[src/rtl/rom_window_decoder.sv]
module rom_window_decoder #(
  parameter int HI_W  = 8,
  parameter int FIX_W = 3,
  localparam int MASK_W = HI_W - FIX_W
) (
  input  logic              clk,
  input  logic              rst_n,
  input  logic [HI_W-1:0]   addr_hi,
  input  logic              mreq_n,
  input  logic [MASK_W-1:0] cfg_mask,
  output logic              lo_ram_cs_n,
  output logic              hi_ram_cs_n,
  output logic              rom_cs_n
);

  logic [MASK_W-1:0] eff_mask;
  logic              fixed_hit, rom_hit;
  logic              lo_sel, hi_sel, rom_sel;

  assign eff_mask[MASK_W-1] = cfg_mask[MASK_W-1];
  for (genvar k = MASK_W - 2; k >= 0; k--) begin : g_prefix
    assign eff_mask[k] = cfg_mask[k] & eff_mask[k+1];
  end

  assign fixed_hit = &addr_hi[HI_W-1 -: FIX_W];
  assign rom_hit   = fixed_hit & (&(addr_hi[MASK_W-1:0] | ~eff_mask));

  assign lo_sel  = ~mreq_n & ~addr_hi[HI_W-1];
  assign rom_sel = ~mreq_n & rom_hit;
  assign hi_sel  = ~mreq_n & addr_hi[HI_W-1] & ~rom_hit;

  always_ff @(posedge clk) begin
    if (!rst_n) begin
      lo_ram_cs_n <= 1'b1;
      hi_ram_cs_n <= 1'b1;
      rom_cs_n    <= 1'b1;
    end else begin
      lo_ram_cs_n <= ~lo_sel;
      hi_ram_cs_n <= ~hi_sel;
      rom_cs_n    <= ~rom_sel;
    end
  end

endmodule

[config.mk]
export PLATFORM = sky130hd
export DESIGN_NAME = rom_window_decoder
export DESIGN_NICKNAME = d
export VERILOG_FILES = /design/src/rtl/rom_window_decoder.sv
export SDC_FILE = /design/constraint.sdc
export NUM_CORES = 1
export LEC_CHECK = 0
export BUFFER_PORTS_ARGS = -buffer_cell sky130_fd_sc_hd__clkbuf_2
export CORE_AREA = 10 10 47 49
export CTS_CLUSTER_SIZE = 16
export DETAILED_ROUTE_END_ITERATION = 16
export DIE_AREA = 0 0 57 59
export HOLD_SLACK_MARGIN = 0.08
export PLACE_DENSITY = 0.45
export SLEW_MARGIN = 20
export SYNTH_ARGS = -nofsm -noshare
export SYNTH_HDL_FRONTEND = slang
export SYNTH_SLANG_ARGS = --single-unit
[constraint.sdc]
create_clock -name clk -period 2.5 [get_ports clk]
set_input_delay 0.125 -clock clk [delete_from_list [all_inputs] [get_ports clk]]
set_output_delay 0.125 -clock clk [all_outputs]
set_load 0.005 [all_outputs]
==> results.sh <==
export IMPL_yosysWarnings=0
export IMPL_drive_gt1_share_pct=56.76
export IMPL_slew_headroom_pct=82.96
export IMPL_finalMaxSlewViolations=0
export IMPL_avgSynthCellArea_um2=9.092
export IMPL_dr_pass1_iters=2
export IMPL_syn_inst=15
export IMPL_fillers=175
export IMPL_vias=185
export IMPL_port_buffers=18
export IMPL_p_leak_nw=0.1353
export IMPL_rsz0062_at_grt="false"
export IMPL_postCtsSetupRepairBufs=0
export IMPL_synth_compound_area_share_pct=20.18
export IMPL_tns_ns=0
export IMPL_dp_slack_ns=1.489
export IMPL_clock_path_buffers=2
export IMPL_netlist_area_um2=136.4
export IMPL_gp_congestion=0.7553
export IMPL_ys_types=10
export IMPL_synth_mux_area_share_pct=0
export IMPL_cts_sinks=3
export IMPL_critical_path_class="in2reg"
export IMPL_fin_crit_ns=0.7778
export IMPL_finalCritPeriodShare_pct=31.11
export IMPL_clk_pin_slew_ns=0.04
export IMPL_finalSetupViolCount=0
export IMPL_cp_start_kind="input port"
export IMPL_setup_ws_ns=1.722
export IMPL_drt_wl_total_um=636
export IMPL_die_height_um=59
export IMPL_die_w_um=57
export IMPL_drc=0
export IMPL_cp_max_fo=3
export IMPL_synth_seq_cells=3
export IMPL_track_usage_pct=4.614
export IMPL_min_path_type="in2reg"
export IMPL_start_util_pct=9.732
export IMPL_hold_viol_final=0
export IMPL_status="finished clean"
export IMPL_synth_top_family_by_area="simple AND/OR/NAND/NOR gates"
export IMPL_ctsHoldBuffers=0
export IMPL_arrival_ns=0.88
export IMPL_grt_pass1_vias=246
export IMPL_cts_tree="built"
export IMPL_holdWs_ns=0.09935
export IMPL_first_iter_violations=3
export IMPL_cp_required_ns=2.60
export IMPL_synth_nets=31
export IMPL_synthSimpleGateAreaFrac_pct=33.03
export IMPL_antenna_left=0
export IMPL_dieArea_um2=3363
export IMPL_antenna_found_initial=0
export IMPL_synth_xor_area_share_pct=0
export IMPL_wl_per_cell_um=12.00
export IMPL_tightest_slew_ns=0.2524
export IMPL_ir_worst_vdd_mv=0.08770
export IMPL_crit_path_end_kind="register"
export IMPL_grt_max_degree=4
export IMPL_power_density_nw_per_um2=561.3
export IMPL_fp_coreArea_um2=1401
export IMPL_rows=14
export IMPL_cts_buffers=3
export IMPL_io_pins=19
export IMPL_grt_overflow=0
export IMPL_cap_violations=0
export IMPL_num_nets_final=54
export IMPL_area_delta_synth_final_pct=100.0
export IMPL_power_mw=0.1531
export IMPL_grt_pass1_wl_um=1104
export IMPL_ys_seq_area_share_pct=44.04
export IMPL_cts_root_buffer="clkbuf_4"
export IMPL_antennaDiodeCount=0
export IMPL_synthAdderAreaFrac_pct=0
export IMPL_cts_resized=0
export IMPL_fmax_ghz=1.286
export IMPL_viasPerCell=3.491
export IMPL_htree_levels=1
==> flip-flops by register name (all words and copies together), names as in the netlist <==
register     flops
hi_ram_cs_n      1
lo_ram_cs_n      1
rom_cs_n         1
==> worst max-delay path, stage by stage <==
cell and delay (ns):
clkbuf_2 0.10, inv_1 0.05, o2111ai_1 0.13, or4b_1 0.47
==> power breakdown <==
group          leakage [nW]  switching, mW  internal, mW
combinational        0.0957        0.00778        0.0122
clock                0.0150         0.0233        0.0597
sequential           0.0246       0.000370        0.0497
total                 0.135         0.0315         0.122
==> metal layers <==
layer,up-vias,wire length (µm),track usage (%)
li1,100,-,-
met1,66,380,5.785
met2,19,137,3.566
met3,0,117,4.936
met4,0,0,4.027
met5,-,0,0
==> logic make-up (layout without fill, tap and decap cells) <==
family / count (synthesis) / after routing
AOI/OAI and AO/OA: 4 / 4
DFF: 3 / 3
and+or+nand+nor: 7 / 7
buffers and inverters: 1 / 23
==> layout by cell type, fill, tap and decap left out, drive strengths merged <==
master   instances
dfxtp            3
a21oi            2
nand4            1
clkbuf          22
inv              1
o311ai           1
o2111ai          1
or4b             1
nor2b            1
nand2            1
nand2b           3
==> worst paths after layout <==
kind | slack, ns | startpoint | cells after the start | endpoint
setup / recovery | 1.72 | cfg_mask[4] | 4 | rom_cs_n
hold / removal | 0.1 | addr_hi[7] | 2 | hi_ram_cs_n
==> synthesized netlist by cell type <==
library cell / number / area [µm²]
inv_1: 1 / 3.750
a21oi_1: 2 / 10.01
nand4_1: 1 / 6.260
or4b_1: 1 / 10.01
nor2b_1: 1 / 6.260
o2111ai_1: 1 / 8.760
nand2_1: 1 / 3.750
dfxtp_1: 3 / 60.06
o311ai_0: 1 / 8.760
nand2b_1: 3 / 18.77
==> stage by stage <==
stage	instances	util (%)	area [µm²]
finish	53	19.46	272.8
global route	53	19.46	272.8
CTS	53	19.46	272.8
detailed placement	49	17.59	246.5
global placement	49	17.59	246.5
floorplan	15	-	136.4
==> area by class of cell <==
type | instances | area (µm²) | share of cell area, %
inverters | 1 | 3.754 | 1.376
multi-input cells | 11 | 72.57 | 26.61
clock buffers | 4 | 26.28 | 9.633
well taps | 16 | 20.02 | 7.339
flip-flops and latches | 3 | 60.06 | 22.02
repair buffers | 18 | 90.09 | 33.03
Power figures use the tool's default switching activity.
